`config.mk`:
```
export PLATFORM = sky130hd
export DESIGN_NAME = sar_serial_port
export DESIGN_NICKNAME = d
export VERILOG_FILES = /design/src/rtl/sar_serial_port.sv
export SDC_FILE = /design/constraint.sdc
export NUM_CORES = 1
export LEC_CHECK = 0
export ABC_AREA = 0
export CAP_MARGIN = 20
export CORE_MARGIN = 2
export CORE_UTILIZATION = 30
export CTS_CLUSTER_SIZE = 16
export DETAILED_ROUTE_END_ITERATION = 16
export GPL_ROUTABILITY_DRIVEN = 0
export SYNTH_ARGS = -nofsm -noshare
export SYNTH_HDL_FRONTEND = slang
export SYNTH_SLANG_ARGS = --single-unit
```
`constraint.sdc`:
```
create_clock -name clk -period 3 [get_ports clk]
set_input_delay 0.6 -clock clk [delete_from_list [all_inputs] [get_ports clk]]
set_output_delay 0.6 -clock clk [all_outputs]
set_load 0.02 [all_outputs]
```
`src/rtl/sar_serial_port.sv`:
```
module sar_serial_port #(
  parameter int DATA_W      = 14,
  parameter int LEAD_ZEROS  = 2,
  parameter int SYNC_STAGES = 2
) (
  input  logic              clk,
  input  logic              rst_n,
  input  logic              cs_n,
  input  logic              sclk,
  input  logic [DATA_W-1:0] result,
  output logic              sdata,
  output logic              sdata_oe,
  output logic              hold
);

  localparam int FRAME_W = DATA_W + LEAD_ZEROS;
  localparam int CNT_W   = $clog2(FRAME_W + 1);
  localparam logic [CNT_W-1:0] LAST = CNT_W'(FRAME_W - 1);
  localparam logic [CNT_W-1:0] DONE = CNT_W'(FRAME_W);

  logic [SYNC_STAGES-1:0] cs_sync, sck_sync;
  logic                   cs_d, sck_d;
  logic                   cs_s, sck_s;
  logic                   cs_fall, cs_rise, sck_fall, sck_rise;

  logic                   active;
  logic [CNT_W-1:0]       fall_cnt;
  logic [FRAME_W-1:0]     shreg;
  logic                   oe_q, hold_q;

  always_ff @(posedge clk or negedge rst_n) begin
    if (!rst_n) begin
      cs_sync  <= '1;
      sck_sync <= '1;
      cs_d     <= 1'b1;
      sck_d    <= 1'b1;
    end else begin
      cs_sync  <= {cs_sync[SYNC_STAGES-2:0], cs_n};
      sck_sync <= {sck_sync[SYNC_STAGES-2:0], sclk};
      cs_d     <= cs_s;
      sck_d    <= sck_s;
    end
  end

  assign cs_s     = cs_sync[SYNC_STAGES-1];
  assign sck_s    = sck_sync[SYNC_STAGES-1];
  assign cs_fall  = cs_d & ~cs_s;
  assign cs_rise  = ~cs_d & cs_s;
  assign sck_fall = sck_d & ~sck_s;
  assign sck_rise = ~sck_d & sck_s;

  always_ff @(posedge clk or negedge rst_n) begin
    if (!rst_n) begin
      active   <= 1'b0;
      fall_cnt <= '0;
      shreg    <= '0;
      oe_q     <= 1'b0;
      hold_q   <= 1'b0;
    end else if (cs_fall) begin
      shreg    <= {{LEAD_ZEROS{1'b0}}, result};
      fall_cnt <= '0;
      active   <= 1'b1;
      oe_q     <= 1'b1;
      hold_q   <= 1'b1;
    end else if (cs_rise) begin
      active   <= 1'b0;
      oe_q     <= 1'b0;
      hold_q   <= 1'b0;
    end else if (active) begin
      if (sck_fall) begin
        if (fall_cnt == LAST) begin
          fall_cnt <= DONE;
          active   <= 1'b0;
          oe_q     <= 1'b0;
        end else begin
          fall_cnt <= fall_cnt + 1'b1;
          shreg    <= {shreg[FRAME_W-2:0], 1'b0};
        end
      end
      if (sck_rise && fall_cnt == LAST) hold_q <= 1'b0;
    end
  end

  assign sdata    = oe_q & shreg[FRAME_W-1];
  assign sdata_oe = oe_q;
  assign hold     = hold_q;

endmodule


```
### Yosys cells after proc, flatten, opt, wreduce, memory -nomap -nowiden

Index checks and enable logic that the tools add are counted.
W data, S select, Z words.

| storage, ports and cells | value |
|---|---|
| register bits after elaboration | 30 |
| bits of input ports | 18 |
| output and inout port bits | 3 |
| logic and storage cells | 57 |

| cells by class | value |
|---|---|
| $add $sub $neg | 1 |
| equality and inequality tests | 3 |
| multiplexer cells | 24 |
| bitwise logic cells | 9 |
| reductions and logical operators | 11 |

Operators with widths:

| operator | number |
|---|---|
| $mux W16 | 5 |
| $mux W5 | 5 |
| $mux W1 | 14 |
| $reduce_bool A3 Y1 | 4 |
| $reduce_and A3 Y1 | 2 |
| $add A5 B1 Y5 const B | 1 |
| $and A1 B1 Y1 | 5 |
| $eq A5 B4 Y1 const B | 1 |
| $ne A2 B2 Y1 const B | 2 |
| $not A1 Y1 | 4 |
| $reduce_and A4 Y1 | 1 |
| $reduce_bool A2 Y1 | 2 |
| $reduce_and A2 Y1 | 1 |
| $logic_and A1 B1 Y1 | 1 |

### Depth between registers and ports, before layout

Gate-level depths: netlist of run 1.

| depth | value |
|---|---|
| depth after elaboration | 7 |
| depth in mapped cells | 8 |

### Worst setup path after synthesis of run 1

Ideal clock, no wire load.

| timing path | value |
|---|---|
| kind | register to register |
| from | register fall_cnt[0] |
| to | register shreg[3] |
| data arrival time | 1.737 ns |
| slack | 1.159 ns |
| stages on the path, launching flop included | 8 |
| buffers on the path | 2 |
| clock period less this slack | 1.841 ns |
| cells stage by stage | dfrtp_1 -> ha_1 -> and3_1 -> ha_1 -> nand4bb_1 -> buf_6 -> buf_6 -> a221oi_1 |

| between the ends | value |
|---|---|
| longest elaborated chain between the ends | 3 |

Ends and longest elaborated chain:

| item | RTL line | text |
|---|---|---|
| from (decl) | 27 | `logic [CNT_W-1:0] fall_cnt;` |
| from (signal assigned) | 76 | `fall_cnt <= fall_cnt + 1'b1;` |
| $eq A5 B4 Y1 | 71 | `if (fall_cnt == LAST) begin` |
| $ne A2 B2 Y1 (no line) | n/a |  |
| $reduce_and A4 Y1 (no line) | n/a |  |
| to (signal assigned) | 60 | `shreg <= {{LEAD_ZEROS{1'b0}}, result};` |
| to (signal assigned) | 77 | `shreg <= {shreg[FRAME_W-2:0], 1'b0};` |
| to (decl) | 28 | `logic [FRAME_W-1:0] shreg;` |

No other way between the ends.
A chain may end at the register's enable or synchronous reset.

### Worst setup path in the final report of run 1

| timing path | value |
|---|---|
| from | register fall_cnt[0] |
| to | register fall_cnt[1] |

| between the ends | value |
|---|---|
| longest elaborated chain between the ends | 6 |
| elaborated cells on any way between the ends | 7 |
| classes of those cells | add/sub: 1; eq/ne: 1; mux: 5 |

Ends and longest elaborated chain:

| item | RTL line | text |
|---|---|---|
| $add A5 B1 Y5 or $eq A5 B4 Y1 (tied branches) | 76, 71 |  |
| $mux W5 (*) | 71 |  |
| $mux W5 (*) | 70 | `if (sck_fall) begin` |
| $mux W5 (*) | 69 | `end else if (active) begin` |
| $mux W5 (*) | 65 | `end else if (cs_rise) begin` |
| $mux W5 (*) | 59 | `end else if (cs_fall) begin` |

Mark *: on every way between the ends. The rest lies on a longest branch, timed or not. The select of a mux whose other input is x is not followed.

==> impl_metrics.tcl, run 1 <==
set metrics [dict create \
    status "completed" \
    crit_type "flip-flop to flip-flop" \
    cp-end-kind "flip-flop" \
    nNetsFinal 174 \
    ys_seq_area_share_pct 49.6 \
    synth.area.top_cells "dfrtp_1 39%, dfstp_2 10%, a221oi_2 7.9%" \
    cts-hold-fix-buffers 0 \
    die_x_um 75.4 \
    diodes 0 \
    powerDensity_mw_per_mm2 608 \
    crit_arrival_ns 2.32 \
    critPathRequiredTime_ns 3.21 \
    met2_usage_pct 20.1 \
    p_comb_share_pct 19.2 \
    cp_cell_sequence "ha_1 > and3_1 > ha_1 > nand4bb_1 > buf_4 > nor2_8 > a32o_1" \
    grtUsageMet1_pct 16.9 \
    grt_max_degree 31 \
    h-tree-depth 2 \
    r2r_slack_ns 0.90 \
    ys_warn_count 0 \
    tns_ns 0 \
    post-route-min-period_ns 2.10 \
    internal-power_mw 0.835 \
    vdd_drop_max_mv 0.360 \
    synth_nets 153 \
    drt_iter0_drc 134 \
    syn-cell-area_sq_mm 0.00153 \
    setup_viol 0 \
    timing_worst_slew_pin_value_ns 0.588 \
    hold-worst-slack_ns 0.354 \
    crit_buf_inv 1 \
    met3_usage_pct 2.78 \
    synth_cell_types 41 \
    synth_top_family_by_area "compound AO/OA/AOI/OAI gates" \
    grt_pass1_wl_um 5520 \
    seqPwrFrac_pct 46.2 \
    core_sq_mm 0.00482 \
    syn_area_per_cell_sq_um 11.8 \
    seqCellArea_sq_um 758 \
    vias 1203 \
    wl_per_cell_um 15.0 \
    drv_slew 0 \
    rows 25 \
    startpoint_type "flip-flop" \
    worst_clock_skew_ns 0.00998 \
    power.net_switching_mw 0.297 \
    busiest_layer "met2" \
    synth_top_area_cell "dfrtp_1" \
    syn-instance-count 130 \
    synthAdderAreaFrac_pct 4.10 \
    ys_seq_elements 30 \
    area_delta_synth_final_pct 21.8 \
    crit_top_cell "ha_1" \
    fill_cells 483 \
    hold_path_class "flip-flop to flip-flop" \
    antenna_found_initial 0 \
    hpwl_um 2290 \
    cts.sinks 30 \
    grt_overflow 0 \
    insertion_delay_ns 0.28 \
    cts_buffers 5 \
    switching_share_pct 26.3 \
    io_buffers 20 \
    synthMuxAreaShare_pct 0.737 \
    pwr-share-clk_pct 34.5 \
    initial_core_util_pct 31.7 \
    cpLargestDelayFamily "simple AND/OR/NAND/NOR gates" \
    fin_crit_sh_pct 70.1 \
    postCtsResizedCells 0 \
    grt_usage_pct 13.0 \
    dieArea_sq_mm 0.00568 \
    drive_gt1_share_pct 17.8 \
    grt_pass1_vias 1164 \
    ant_nets 0 \
    fmax_mhz 475 \
    synth_top_area_share_pct 39.3 \
    vias_per_cell 5.49 \
    clk_path_buf_depth 2 \
    cts_tree "done" \
    path_clk_slew_ns 0.06 \
    totalWireLength_um 3290 \
    cts_setup_buffers 0 \
    drc 0 \
    synth_xor_area_share_pct 0 \
    slowest_delay_ns 0.41 \
    max_slew_margin_pct 60.8 \
    synth_compound_gate_area_share_pct 24.8 \
    p_leak_nw 0.743 \
    first_pass_iters 4 \
    cts_root_buf "clkbuf_8" \
    maxCapViolations 0 \
    dieHeight_um 75.4 \
    cp_max_fo 16 \
    grt_setup_unrepaired "no" \
    pin_count 21 \
    hold_viol 0 \
    slowest_stage "dfrtp_1" \
    yosys.area_share.simple_pct 14.0 \
    multi_input_area_sq_um 667 \
]
cell type report:
cell class                      instances  area share [%]
Clock buffer                            7            4.10
Clock inverter                          1            1.61
Inverter                                6            1.21
Multi-Input combinational cell         85            35.8
Sequential cell                        30            40.8
Tap cell                               67            4.51
Timing Repair Buffer                   23            12.0
flip-flops by register name, summed over array words and instances (netlist names):
signal,flops
active,1
shreg,16
sck_sync,2
sck_d,1
cs_d,1
sdata_oe,1
hold,1
fall_cnt,5
cs_sync,2
per-stage QoR:
stage	power, mW	cell area (sq um)	std cells	setup slack, ns	util (%)
4_1_cts	1.14	1860	219	0.894	38.6
2_1_floorplan	0.676	1530	130	1.16	-
5_1_grt	1.20	1860	219	0.767	38.6
6_report	1.13	1860	219	0.896	38.6
3_5_place_dp	0.748	1750	211	0.907	36.4
3_3_place_gp	0.737	1750	211	1.00	36.4
cells in the mapped netlist, drive strengths merged:
cell,number
a21boi,1
a21oi,1
nor4,1
and3,1
ha,5
a32oi,2
nand3b,3
a32o,3
a211oi,2
dfstp,6
o31ai,1
o211a,1
buf,7
o22ai,12
mux2,1
nor2,15
clkbuf,2
a22o,2
nand2b,2
dfrtp,24
a221o,2
a31o,1
a221oi,10
nor3,3
inv,6
nand3,1
nand2,3
nor3b,2
a22oi,1
o21ai,4
nand4b,1
nand4bb,1
and2,1
and3b,1
and4bb,1
metal layers:
metal / share of wire (%) / vias up
met5: 0 / -
met3: 4.7 / 9
li1: - / 550
met4: 2.0 / 0
met2: 49 / 34
met1: 44 / 610
final timing paths:
path                              from     endpoint  cells past startpoint
hold / removal             sck_sync[0]  sck_sync[1]                      0
hold reg to reg            sck_sync[0]  sck_sync[1]                      0
setup reg to reg           fall_cnt[0]  fall_cnt[1]                      7
max in group asynchronous        rst_n        sck_d                      2
min in group asynchronous        rst_n     shreg[0]                      2
setup / recovery           fall_cnt[0]  fall_cnt[1]                      7
kinds of logic (layout without fill, tap and decap cells):
| family | Yosys count | count (layout) |
|---|---|---|
| buf+inv | 15 | 37 |
| flops | 30 | 30 |
| mux | 1 | 1 |
| simple gates | 36 | 36 |
| compound gates | 43 | 43 |
| fa+ha+maj | 5 | 5 |
power by group through the flow:
stage	clock (mW)	combinational, mW	sequential [mW]
final	0.391	0.218	0.523
after global routing	0.422	0.242	0.531
after CTS	0.402	0.220	0.522
after detailed placement	0	0.219	0.529
after global placement	0	0.213	0.524
after floorplan	0	0.156	0.520
cell usage in the layout (no fill, tap or decap), types with 2 or more instances in the layout:
cell type,instances
nand3b_1,3
a32o_1,3
a221o_1,2
nor3b_1,2
dfstp_2,6
nor3_1,3
clkbuf_8,5
o21ai_0,3
ha_1,5
a221oi_1,2
a22o_1,2
nand2_1,3
o22ai_1,12
dfrtp_1,24
a221oi_2,8
nor2_1,14
a32oi_1,2
a211oi_1,2
buf_4,3
nand2b_1,2
inv_1,6
clkdlybuf4s50_1,20
clkbuf_1,2
(Power assumes the default switching activity.)
==> inputs of run 2 (changes only) <==
==> constraint.sdc (replaced) <==
create_clock -name clk -period 1.75 [get_ports clk]
set_input_delay 0.35 -clock clk [delete_from_list [all_inputs] [get_ports clk]]
set_output_delay 0.35 -clock clk [all_outputs]
set_load 0.02 [all_outputs]
==> run 2 against run 1 <==
  * Critical path depth stayed put
  * The flow now finishes with violations (negative setup slack)
  * Total power is 69% higher
  * Global-route usage grew 0.83 points
  * Clock power rose by 43%
  * Non-clock buffer count increased by 20
  * Core utilization grew 4.9 points
  * First-iteration DRC count fell by 85%
  * Register-to-register slack got worse by 0.90 ns
  * Setup slack lost 0.90 ns
  * Fmax grew 20%
  * Sequential power up 72%
==> impl_metrics.tcl, run 2 (synthesis gave the netlist of run 1 again) <==
set metrics [dict create \
    fin_crit_sh_pct 100 \
    vias 1202 \
    cts_buffers 5 \
    reg.largest.list "shreg x16, fall_cnt x5" \
    dieArea_sq_mm 0.00568 \
    layout.cells.most_common "dfrtp_1" \
    stdcell_area_sq_mm 0.00209 \
    drt_iter0_drc 20 \
    grt_usage_pct 13.8 \
    cts_tree "done" \
    fin_ws_ns -0.000979 \
    critPathRequiredTime_ns 1.90 \
    nNetsFinal 194 \
    maxCapViolations 0 \
    dieHeight_um 75.4 \
    io_buffers 20 \
    top_layer "met4" \
    violations "negative setup slack" \
    regMostFlops "shreg" \
    vias_per_cell 5.03 \
    met2_length_um 1800 \
    slowest_delay_ns 0.38 \
    hpwl_um 2510 \
    hold_path_class "flip-flop to flip-flop" \
    slowest_stage "dfrtp_1" \
    whs_path_depth 0 \
    powerDensity_mw_per_mm2 911 \
    timing_worst_slew_pin_value_ns 0.380 \
    drive_gt1_share_pct 32.0 \
    ant_nets 0 \
    final_cell_mix "24 x dfrtp_1, 19 x clkdlybuf4s50_1, 15 x buf_4" \
    diodes 0 \
    final_cell_count_no_fill 239 \
    cp-end-kind "flip-flop" \
    grt_pass1_wl_um 5820 \
    insertion_delay_ns 0.28 \
    drc 0 \
    cp_max_fo 5 \
    largest_register_ff_count 16 \
    die_x_um 75.4 \
    fmax_mhz 571 \
    worst_clock_skew_ns 0.00412 \
    rows 25 \
    status "finished, violations left" \
    cp_cell_sequence "ha_2 > and3_4 > ha_4 > nand4bb_4 > buf_6 > nor4_1 > a211oi_1" \
    placed_area_sq_mm 0.00189 \
    startpoint_type "flip-flop" \
    path_clk_slew_ns 0.06 \
    dp_cells 223 \
    rr_worst_depth 7 \
    wl_per_cell_um 14.5 \
    area_delta_synth_final_pct 37.1 \
    initial_core_util_pct 31.7 \
    met3WireLength_um 95 \
    setup_viol 1 \
    drv_slew 0 \
    grt_max_degree 31 \
    p_leak_nw 0.871 \
    first_pass_iters 4 \
    wl_met1_um 1500 \
    core_sq_mm 0.00482 \
    grt_overflow 0 \
    crit_type "flip-flop to flip-flop" \
    clk_path_buf_depth 2 \
    max_slew_margin_pct 74.7 \
    pin_count 21 \
    crit_arrival_ns 1.90 \
    fill_cells 461 \
    h-tree-depth 2 \
    cts_root_buf "clkbuf_8" \
    vdd_drop_max_mv 0.427 \
    post-route-min-period_ns 1.75 \
    grt_pass1_vias 1233 \
    hold_viol 0 \
    hold-worst-slack_ns 0.356 \
    antenna_found_initial 0 \
    totalWireLength_um 3460 \
    cts.sinks 30 \
    grt_setup_unrepaired "yes" \
]
[run 2: cell count changes in the layout (fill, tap and decap cells not counted), moves of 2 or more]
cell,change
buf_12,+2
buf_6,+6
ha_2,+2
ha_1,-3
buf_4,+12
[run 2: stage by stage]
stage,setup WS [ns],util [%],total power [mW],TNS [ns]
finish,-0.000979,43.5,1.91,-0.000979
CTS,-0.00234,42.8,1.92,-0.00381
global route,-0.0475,43.5,2.01,-0.488
detailed placement,-0.0702,39.2,1.32,-0.586
floorplan,0.0163,-,1.16,0
global placement,-0.0430,39.2,1.29,-0.301
[run 2: worst max-delay path, delay by kind of cell, from the launching register on]
| kind | cells | cell delay (ns) |
|---|---|---|
| and+or+nand+nor | 3 | 0.65 |
| adders and majority gates | 2 | 0.35 |
| DFF | 1 | 0.38 |
| buffers and inverters | 1 | 0.17 |
| AOI/OAI and AO/OA | 1 | 0.08 |
[run 2: repair_timing]
action                                 in CTS  in global routing
endpoints found under the hold margin       0                  0
buffers inserted                            6                  1
setup endpoints to repair                  17                 20
pin swaps                                   2                  6
gates resized for setup                     7                  6
hold buffers                                0                  0
cloned                                      1                  0
[run 2: final timing paths]
check,start,slack [ns],to
max,fall_cnt[0],-0.001,shreg[1]
min,cs_sync[0],0.36,cs_sync[1]
max reg2reg,fall_cnt[0],-0.001,shreg[1]
min reg2reg,cs_sync[0],0.36,cs_sync[1]
max in group asynchronous,rst_n,0.97,cs_d
min in group asynchronous,rst_n,0.47,fall_cnt[3]
[run 2: cell type report]
cell class                      count  area (sq um)  share of cell area [%]
Sequential cell                    30           758                    36.2
Timing Repair Buffer               43           423                    20.2
Multi-Input combinational cell     85           716                    34.2
Inverter                            6          22.5                    1.08
Tap cell                           67          83.8                    4.00
Clock buffer                        7          86.3                    4.12
Clock inverter                      1          5.00                   0.239
[run 2: power by group]
group	leakage, nW	total, mW	internal [mW]	switching (mW)
clock network	0.0482	0.560	0.316	0.244
registers	0.352	0.900	0.816	0.0841
logic	0.471	0.448	0.243	0.205
total	0.871	1.91	1.38	0.533
[run 2: routing by layer]
layer  vias up  global-route usage [%]
li1        582                       -
met5         -                       0
met3         7                    2.78
met1       589                    16.5
met2        24                    24.0
met4         0                    6.43
